===== src/rtl/fpm_dram_ctrl.sv =====
module fpm_dram_ctrl #(
  parameter int ROW_W     = 9,
  parameter int COL_W     = 9,
  parameter int DATA_W    = 4,
  parameter int T_INIT    = 20000,
  parameter int N_WAKE    = 8,
  parameter int T_RP      = 4,
  parameter int T_RAS     = 6,
  parameter int T_RCD     = 2,
  parameter int T_CAS     = 2,
  parameter int T_CP      = 1,
  parameter int T_PC      = 4,
  parameter int T_WCS     = 1,
  parameter int T_CHR     = 1,
  parameter int T_CAPT    = 2,
  parameter int T_OED     = 2,
  parameter int T_REF_INT = 1560
) (
  input  logic              clk,
  input  logic              rst_n,
  input  logic              req_valid,
  output logic              req_ready,
  input  logic              req_write,
  input  logic [ROW_W-1:0]  req_row,
  input  logic [COL_W-1:0]  req_col,
  input  logic [DATA_W-1:0] req_wdata,
  output logic              rd_valid,
  output logic [DATA_W-1:0] rd_data,
  output logic              dram_ras_n,
  output logic              dram_cas_n,
  output logic              dram_we_n,
  output logic              dram_oe_n,
  output logic [((ROW_W > COL_W) ? ROW_W : COL_W)-1:0] dram_addr,
  output logic [DATA_W-1:0] dram_dq_out,
  output logic              dram_dq_oe,
  input  logic [DATA_W-1:0] dram_dq_in
);
  localparam int ADDR_W  = (ROW_W > COL_W) ? ROW_W : COL_W;
  localparam int T_RREF  = (T_RAS > T_CHR) ? T_RAS : T_CHR;
  localparam int T_CPE   = (T_PC - T_CAS - T_WCS > T_CP) ? T_PC - T_CAS - T_WCS : T_CP;
  localparam int CNT_MAX = T_INIT + T_RREF + T_RP + T_RCD + T_WCS + T_CAS + T_CPE;
  localparam int CNT_W   = $clog2(CNT_MAX + 1);
  localparam int TMR_W   = $clog2(T_REF_INT + 1);
  localparam int WK_W    = $clog2(N_WAKE + 1);
  localparam int GAP_W   = $clog2(T_OED + 1);

  typedef enum logic [3:0] {
    S_PAUSE, S_RCAS, S_RRAS, S_RPRE, S_IDLE, S_ACT, S_SETUP, S_CASL, S_CASH, S_PRE
  } st_t;

  st_t st, st_n;
  logic [CNT_W-1:0]  cnt;
  logic [TMR_W-1:0]  tmr;
  logic [WK_W-1:0]   wake;
  logic [GAP_W-1:0]  gap;
  logic              ref_pend, init_done;
  logic              wr_q;
  logic [ROW_W-1:0]  row_q;
  logic [COL_W-1:0]  col_q;
  logic [DATA_W-1:0] wdata_q;
  logic              ras_n_q, cas_n_q, we_n_q, oe_n_q, dq_oe_q, rd_valid_q;
  logic [ADDR_W-1:0] addr_q;
  logic [DATA_W-1:0] rd_data_q;
  logic              accept, wr_n, gap_ok;

  function automatic logic at(input int n);
    return int'(cnt) >= n - 1;
  endfunction

  assign req_ready = init_done && !ref_pend &&
                     ((st == S_IDLE) || (st == S_CASH && at(T_CPE) && req_row == row_q));
  assign accept = req_valid && req_ready;
  assign wr_n   = accept ? req_write : wr_q;
  assign gap_ok = oe_n_q && (int'(gap) >= T_OED - 1);

  always_comb begin
    st_n = st;
    case (st)
      S_PAUSE: if (at(T_INIT)) st_n = S_RCAS;
      S_RCAS:  st_n = S_RRAS;
      S_RRAS:  if (at(T_RREF)) st_n = S_RPRE;
      S_RPRE:  if (at(T_RP))
                 st_n = (init_done || int'(wake) == N_WAKE - 1) ? S_IDLE : S_RCAS;
      S_IDLE:  if (ref_pend) st_n = S_RCAS;
               else if (accept) st_n = S_ACT;
      S_ACT:   if (at(T_RCD)) st_n = S_SETUP;
      S_SETUP: if (at(T_WCS) && (!wr_q || dq_oe_q)) st_n = S_CASL;
      S_CASL:  if (at(T_CAS)) st_n = S_CASH;
      S_CASH:  if (at(T_CPE)) st_n = accept ? S_SETUP : S_PRE;
      S_PRE:   if (at(T_RP)) st_n = S_IDLE;
      default: st_n = S_PAUSE;
    endcase
  end

  always_ff @(posedge clk) begin
    if (!rst_n) begin
      st <= S_PAUSE;
      cnt <= '0;
      tmr <= '0;
      wake <= '0;
      gap <= '0;
      ref_pend <= 1'b0;
      init_done <= 1'b0;
      wr_q <= 1'b0;
      row_q <= '0;
      col_q <= '0;
      wdata_q <= '0;
      ras_n_q <= 1'b1;
      cas_n_q <= 1'b1;
      we_n_q <= 1'b1;
      oe_n_q <= 1'b1;
      dq_oe_q <= 1'b0;
      addr_q <= '0;
      rd_valid_q <= 1'b0;
      rd_data_q <= '0;
    end else begin
      st <= st_n;
      if (st_n != st) cnt <= '0;
      else if (cnt != '1) cnt <= cnt + 1'b1;

      if (st == S_RPRE && at(T_RP) && !init_done) begin
        if (int'(wake) == N_WAKE - 1) init_done <= 1'b1;
        else wake <= wake + 1'b1;
      end

      if (st_n == S_RCAS) ref_pend <= 1'b0;
      if (!init_done) tmr <= '0;
      else if (int'(tmr) == T_REF_INT - 1) begin
        tmr <= '0;
        ref_pend <= 1'b1;
      end else tmr <= tmr + 1'b1;

      if (!oe_n_q) gap <= '0;
      else if (int'(gap) < T_OED) gap <= gap + 1'b1;

      if (accept) begin
        wr_q <= req_write;
        row_q <= req_row;
        col_q <= req_col;
        wdata_q <= req_wdata;
      end

      ras_n_q <= !(st_n inside {S_RRAS, S_ACT, S_SETUP, S_CASL, S_CASH});
      cas_n_q <= !(st_n inside {S_RCAS, S_RRAS, S_CASL});
      we_n_q  <= !((st_n inside {S_SETUP, S_CASL}) && wr_n);
      oe_n_q  <= !(st_n == S_CASL && !wr_q);
      dq_oe_q <= (st_n inside {S_SETUP, S_CASL}) && wr_n && gap_ok;
      if (st_n == S_ACT)
        addr_q <= ADDR_W'(accept ? req_row : row_q);
      else if (st_n == S_SETUP)
        addr_q <= ADDR_W'(accept ? req_col : col_q);

      rd_valid_q <= (st == S_CASL) && !wr_q && (int'(cnt) == T_CAPT - 1);
      if ((st == S_CASL) && !wr_q && (int'(cnt) == T_CAPT - 1)) rd_data_q <= dram_dq_in;
    end
  end

  assign rd_valid    = rd_valid_q;
  assign rd_data     = rd_data_q;
  assign dram_ras_n  = ras_n_q;
  assign dram_cas_n  = cas_n_q;
  assign dram_we_n   = we_n_q;
  assign dram_oe_n   = oe_n_q;
  assign dram_addr   = addr_q;
  assign dram_dq_out = wdata_q;
  assign dram_dq_oe  = dq_oe_q;

  localparam int SAT_V = T_RP + T_RCD + 1;
  localparam int SAT_W = $clog2(SAT_V + 1);
  logic [SAT_W-1:0] ras_hi, ras_lo;
  always_ff @(posedge clk) begin
    if (!rst_n) begin
      ras_hi <= SAT_W'(SAT_V);
      ras_lo <= '0;
    end else begin
      ras_hi <= !ras_n_q ? '0 : (int'(ras_hi) == SAT_V ? ras_hi : ras_hi + 1'b1);
      ras_lo <=  ras_n_q ? '0 : (int'(ras_lo) == SAT_V ? ras_lo : ras_lo + 1'b1);
    end
  end

  p_pause_quiet_r1: assert property (@(posedge clk) disable iff (!rst_n)
    (st == S_PAUSE) |-> (ras_n_q && cas_n_q));
  p_cbr_lead_r3: assert property (@(posedge clk) disable iff (!rst_n)
    ($fell(ras_n_q) && !cas_n_q) |-> !$past(cas_n_q));
  p_precharge_r4: assert property (@(posedge clk) disable iff (!rst_n)
    $fell(ras_n_q) |-> (int'(ras_hi) >= T_RP));
  p_row_to_col_r5: assert property (@(posedge clk) disable iff (!rst_n)
    ($fell(cas_n_q) && !ras_n_q) |-> (int'(ras_lo) >= T_RCD));
  p_we_steady_r8: assert property (@(posedge clk) disable iff (!rst_n)
    (!cas_n_q && $past(!cas_n_q)) |-> $stable(we_n_q));
  p_bus_clash_r9: assert property (@(posedge clk) disable iff (!rst_n)
    !(dq_oe_q && !oe_n_q));
  p_rd_pulse_r10: assert property (@(posedge clk) disable iff (!rst_n)
    rd_valid_q |=> !rd_valid_q);
endmodule


===== config.mk =====
export PLATFORM = sky130hd
export DESIGN_NAME = fpm_dram_ctrl
export DESIGN_NICKNAME = d
export VERILOG_FILES = /design/src/rtl/fpm_dram_ctrl.sv
export SDC_FILE = /design/constraint.sdc
export NUM_CORES = 1
export LEC_CHECK = 0
export CAP_MARGIN = 20
export CORE_ASPECT_RATIO = 1.1
export CORE_MARGIN = 10
export CORE_UTILIZATION = 63
export DETAILED_ROUTE_END_ITERATION = 10
export DONT_BUFFER_PORTS = 1
export PLACE_DENSITY = 0.83
export SYNTH_ARGS = -nofsm -noshare
export SYNTH_HDL_FRONTEND = slang
export SYNTH_SLANG_ARGS = --single-unit

===== constraint.sdc =====
create_clock -name clk -period 2.53 [get_ports clk]
set_input_delay 0.1265 -clock clk [delete_from_list [all_inputs] [get_ports clk]]
set_output_delay 0.1265 -clock clk [all_outputs]
set_load 0.1 [all_outputs]

## Word-level counts from Yosys, hierarchy flattened

Index checks and enable logic that the tools add are counted.

| operators by class | value |
|---|---|
| equal/unequal tests | 21 |
| bitwise operators | 3 |
| add/subtract/negate cells | 4 |
| $lt $le $gt $ge | 6 |
| reductions and logical operators | 32 |
| muxes and demuxes | 20 |

Operators by type and width:

| cell | number |
|---|---|
| two-way mux 4 bit | 10 |
| one-hot mux 4 bit (10 select lines) | 1 |
| two-way mux 9 bit | 4 |
| equality test 4 x 3 -> 1 bit, second input constant | 7 |
| equality test 4 bit, second input constant | 4 |
| adder 15 x 1 -> 15 bit, second input constant | 1 |
| equality test 15 x 2 -> 1 bit, second input constant | 1 |
| greater-or-equal comparator 15 x 1 -> 1 bit, second input constant | 1 |
| greater-or-equal comparator 15 bit, second input constant | 1 |
| greater-or-equal comparator 15 x 2 -> 1 bit, second input constant | 1 |
| greater-or-equal comparator 15 x 3 -> 1 bit, second input constant | 1 |
| inequality test 15 bit, second input constant | 1 |
| equality test 4 x 2 -> 1 bit, second input constant | 3 |
| logical AND 1 bit | 12 |
| adder 11 x 1 -> 11 bit, second input constant | 1 |
| equality test 11 x 10 -> 1 bit, second input constant | 1 |
| equality test 9 bit | 1 |
| equality test 4 x 1 -> 1 bit, second input constant | 2 |
| logical NOT 1 bit | 7 |
| AND reduction 2 bit | 3 |
| nonzero test 5 bit | 1 |
| adder 4 x 1 -> 4 bit, second input constant | 1 |
| logical NOT 4 bit | 1 |
| two-way mux 1 bit | 4 |
| 11 further kinds | 16 |

| storage, ports and cells | value |
|---|---|
| register bits | 80 |
| input port bits | 30 |
| logic and storage cells | 105 |

## Logic depth before layout (Yosys ltp)

| depth | value |
|---|---|
| word-level depth | 12 |
| mapped depth | 12 |

## Worst setup path before layout

OpenSTA, ideal clock, no wires.

| path | value |
|---|---|
| path kind | register to register |
| start | register cnt[1] |
| end | register ras_n_q, in the netlist dram_ras_n |
| cell stages (with the launch flop) | 13 |
| data arrival time | 2.161 ns |
| path buffers | 3 |
| clock period less this slack | 2.303 ns |
| data required time | 2.388 ns |
| setup slack | 0.227 ns |
| cell sequence | dfxtp_1 -> buf_2 -> inv_1 -> ha_1 -> nor3_1 -> nor2b_1 -> o211ai_1 -> o211ai_1 -> or3_1 -> clkbuf_1 -> buf_6 -> nand3_1 -> o311ai_1 |

| between the ends | value |
|---|---|
| longest elaborated chain between the ends | 6 |
| elaborated cells between the ends (all ways) | 18 |
| classes of those cells | 4 x order compare; 5 x eq/ne; 7 x mux; 2 x reduce/logical |

Ends and longest elaborated chain:

| what | line | RTL |
|---|---|---|
| start, declared | 52 | `logic [CNT_W-1:0] cnt;` |
| start signal, assigned | 119 | `else if (cnt != '1) cnt <= cnt + 1'b1;` |
| greater-or-equal comparator 15 x 2 -> 1 bit (tied with other cells) | 67 | `return int'(cnt) >= n - 1;` |
| two-way mux 4 bit (tied with other cells) | 90 | `S_PRE: if (at(T_RP)) st_n = S_IDLE;` |
| one-hot mux 4 bit (10 select lines) * | 78 | `case (st)` |
| equality test 4 x 2 -> 1 bit (tied with other cells) | 143 | `ras_n_q <= !(st_n inside {S_RRAS, S_ACT, S_SETUP, S_CASL, S_CASH});` |
| nonzero test 5 bit * | 143 |  |
| logical NOT 1 bit * | 143 |  |
| end signal, assigned | 143 |  |
| end, declared | 61 | `logic ras_n_q, cas_n_q, we_n_q, oe_n_q, dq_oe_q, rd_valid_q;` |

Mark *: on every way between the ends. The rest lies on a longest branch, timed or not.
A chain may end at the register's enable or synchronous reset.

## Worst setup path after layout

| path | value |
|---|---|
| start | register row_q[1] |
| end | register cas_n_q, in the netlist dram_cas_n |

| between the ends | value |
|---|---|
| longest elaborated chain between the ends | 11 |
| elaborated cells between the ends (all ways) | 14 |
| classes of those cells | 4 x eq/ne; 4 x mux; 6 x reduce/logical |

Ends and longest elaborated chain:

| what | line | RTL |
|---|---|---|
| start, declared | 58 | `logic [ROW_W-1:0] row_q;` |
| start signal, assigned | 138 | `row_q <= req_row;` |
| equality test 9 bit * | 71 | `((st == S_IDLE) \|\| (st == S_CASH && at(T_CPE) && req_row == row_q));` |
| logical AND 1 bit * | 71 |  |
| logical OR 1 bit * | 71 |  |
| logical AND 1 bit * | 70 | `assign req_ready = init_done && !ref_pend &&` |
| logical AND 1 bit * | 72 | `assign accept = req_valid && req_ready;` |
| two-way mux 4 bit | 85 | `else if (accept) st_n = S_ACT;` |
| two-way mux 4 bit | 84 | `S_IDLE: if (ref_pend) st_n = S_RCAS;` |
| one-hot mux 4 bit (10 select lines) * | 78 |  |
| equality test 4 x 1 -> 1 bit (tied with other cells) | 144 | `cas_n_q <= !(st_n inside {S_RCAS, S_RRAS, S_CASL});` |
| nonzero test 3 bit * | 144 |  |
| logical NOT 1 bit * | 144 |  |
| end signal, assigned | 144 |  |
| end, declared | 61 |  |

Marks and branches as above.

==> impl_metrics.csv <==
group,metric,value,unit
setup_path,ff2ff_setup_slack,-10,ps
placement,gp_congestion,0.9518,
clocking,clk_pin_slew,90,ps
synthesis,synth_edf_count,0,
timing,slew_viol_final,0,
drt,vias_per_cell,6.240,
clocking,clk_latency,360,ps
timing,period_needed,2541,ps
die,ioPinCount,54,
synthesis,ys_seq_elements,80,
setup_path,cp_data_required_time,2770,ps
grt,grt_start_max_net_pins,43,
power,pwr-share-seq,0.422,
grt,antenna_found_initial,0,
power,powerDensity,648.6,mW/mm2
synthesis,async_flop_share,0,
power,internal_power,2328,uW
drt,vias,3869,
clocking,cts_tree,"done",
setup_path,critPathCaptureType,"register",
grt,grt_pass1_wl,18820,um
finish,syn_to_final_growth,23.27,%
clocking,cts.sinks,80,
power,power_frac_clock,0.356,
setup_path,r2r_cells,7,
setup_path,r2r_start,"row_q[1]",
setup_path,path_max_fanout,6,
synthesis,synth_area_per_cell,8.958,um2
hold_path,hp-start,"rst_n",
setup_path,start_kind,"register",
drt,drtAntennaViolNets,0,
die,die_area,0.01036,mm2
timing,tns,-32.24,ps
drt,drtIter0Drc,247,
timing,slew_headroom,0.3573,
drt,remaining_drc_errors,0,
power,max-vdd-ir-drop,0.4266,mV
placement,pre_cts_ws,-31.69,ps
grt,track_usage,0.2189,
timing,finalCritPeriodShare,1.005,
timing,rsz0062_at_grt,"true",
drt,drt_first_pass_iters,6,
power,p_sw_frac,0.3083,
timing,tightest_slew,962.7,ps
flow_run,max_cap_viol_count,0,
finish,n_antenna_cell,0,
die,core,0.006555,mm2
hold_path,min_to,"dram_ras_n",
finish,postLayoutCoreUtil,0.7918,
drt,post_drt_wl_per_cell,19.82,um
power,p_leak,0.002170,uW
timing,max_freq,0.3935,GHz
synthesis,synth_top_area_frac,0.3804,
synthesis,syn_area,0.004210,mm2
grt,grt_pass1_vias,3876,
hold_path,hold_path_depth,2,
synthesis,yosysSeqAreaShare,0.3804,
finish,drive_above_1_share,0.2045,
setup_path,rr_endpoint,"dram_cas_n",
finish,layout.nets,568,
die,fp.dieH,105.7,um
setup_path,worstSetupPathType,"reg -> reg",
status,violations,"setup timing",
clocking,h-tree-depth,3,
die,num_rows,31,
timing,fin_ws,-11.48,ps
status,status,"complete, but fails checks",
timing,setup_violations,5,
clocking,clock-root-buffer,"clkbuf_8",
synthesis,synth_nets,505,
synthesis,synth_cell_types,64,
timing,finalClockSkew,9.391,ps
die,die_w,97.95,um
die,start_util,0.6423,
clocking,cts_buffers,9,
drt,totalWireLength,12290,um
clocking,clockBufferDepth,2,
hold_path,hold_class,"in -> reg",
grt,overflow,0,
synthesis,synth_area_leaders,"dfxtp_1 38%, mux2i_1 13%, nand2_1 5.2%",
placement,post-dp-hpwl,7225,um
power,power.share.combinational,0.222,
synthesis,netlist_instances,470,
synthesis,yosysTopAreaCell,"dfxtp_1",
setup_path,arrival,2780,ps
synthesis,yosysWarnings,0,
timing,hold_viol_final,0,
placement,port-buffer-count,0,
synthesis,ys.flop_type,"dfxtp_1",
power,switchingPower,1038,uW
[flip-flops by register name, summed over array words and instances (netlist names), 2 cells and up]
signal and cells:
rd_data 4, col_q 9, tmr 11, st 4, wake 4, row_q 9
cnt 15, dram_addr 9, dram_dq_out 4, gap 2
[stage by stage]
stage / hold slack (ps) / cells / cell area, um2 / power (uW)
2_1_floorplan: 270.4 / 470 / 4210 / 1899
6_report: 75.57 / 620 / 5190 / 3366
3_5_place_dp: 230.3 / 573 / 4571 / 2088
5_1_grt: 78.60 / 620 / 5190 / 3472
3_3_place_gp: 234.3 / 573 / 4571 / 2066
4_1_cts: 64.01 / 617 / 5124 / 3294
[power by group through the flow]
| stage | logic (uW) | registers, uW | clock network (uW) |
|---|---|---|---|
| floorplan | 480 | 1420 | 0 |
| global placement | 620 | 1450 | 0 |
| detailed placement | 638 | 1450 | 0 |
| CTS | 690 | 1420 | 1180 |
| global route | 796 | 1430 | 1250 |
| finish | 748 | 1420 | 1200 |
[worst max-delay path by stage]
stage | cells after the start | start | slack, ps | endpoint
global route | 7 | row_q[1] | -140 | dram_cas_n
floorplan | 12 | cnt[1] | 230 | dram_ras_n
CTS | 7 | row_q[4] | 30 | dram_cas_n
finish | 7 | row_q[1] | -10 | dram_cas_n
detailed placement | 8 | cnt[4] | -30 | dram_addr[7]
global placement | 8 | cnt[4] | 130 | dram_addr[5]
[critical path, cell delays in order (launching register included)]
cell,delay [ps]
dfxtp_1,340
xnor2_1,220
nand4_1,230
or4_1,580
and3_1,270
or3_4,390
o32ai_2,290
a21oi_1,100
[Yosys cell counts (all sizes together) (3+ instances only)]
library cell / instances
nor2: 38
nor4b: 6
nor3: 20
o21ai: 8
and4b: 3
mux2i: 56
nor4: 6
buf: 14
xor2: 10
a31oi: 4
dfxtp: 80
and2: 11
xnor2: 22
nor2b: 8
and3: 3
a211oi: 4
or3: 6
o31ai: 3
nand2: 59
nand3: 20
o211ai: 5
ha: 5
inv: 13
nand4: 12
clkbuf: 18
a21oi: 8
[timing repair]
| action | CTS | global route |
|---|---|---|
| hold endpoints to repair | 34 | 0 |
| cloned | 0 | 0 |
| pin swaps | 0 | 2 |
| gates resized for setup | 2 | 9 |
| buffers inserted | 0 | 3 |
| hold buffers | 28 | 0 |
| setup endpoints to repair | 7 | 30 |
[cells in the final DEF, fill, tap and decap left out, drive strengths merged, types with 3 or more instances in the layout]
cell type and n:
nand4 12, and4b 3, o31ai 3, nand3 20, nor3 20, nor2b 8
bufinv 3, nor4b 6, a21oi 8, ha 5, or3 6, mux2i 56
inv 14, nor4 6, and2 11, nand2 59, a31oi 4, nor2 38
o211ai 5, a211oi 4, and3 3, clkbuf 10, o21ai 8, xnor2 22
dfxtp 80, buf 57, xor2 10, dlygate4sd3 27
[routing by layer]
layer | GRT usage | vias to the layer above | routed length, um
met5 | 0 | - | 0
met4 | 0.1362 | 0 | 709
met3 | 0.04833 | 75 | 743
met2 | 0.3958 | 187 | 6407
met1 | 0.2232 | 1840 | 4427
li1 | - | 1767 | -
[area by class of cell]
class | count | area (um2)
flip-flops and latches | 80 | 1602
clock buffers | 10 | 137.6
repair buffers | 84 | 735.7
well taps | 82 | 102.6
multi-input cells | 345 | 2449
clock inverters | 6 | 115.1
inverters | 13 | 48.80
fillers | 390 | 1365
[cell families after synthesis]
kind of cell    after synthesis  synth area share
compound gates               46           0.07726
buf+inv                      45           0.05201
fa+ha+maj                     5           0.01486
flops                        80            0.3804
xor+xnor                     32           0.06835
simple gates                206            0.2740
mux                          56            0.1331
Note: power is estimated with default switching activity, not from simulation.
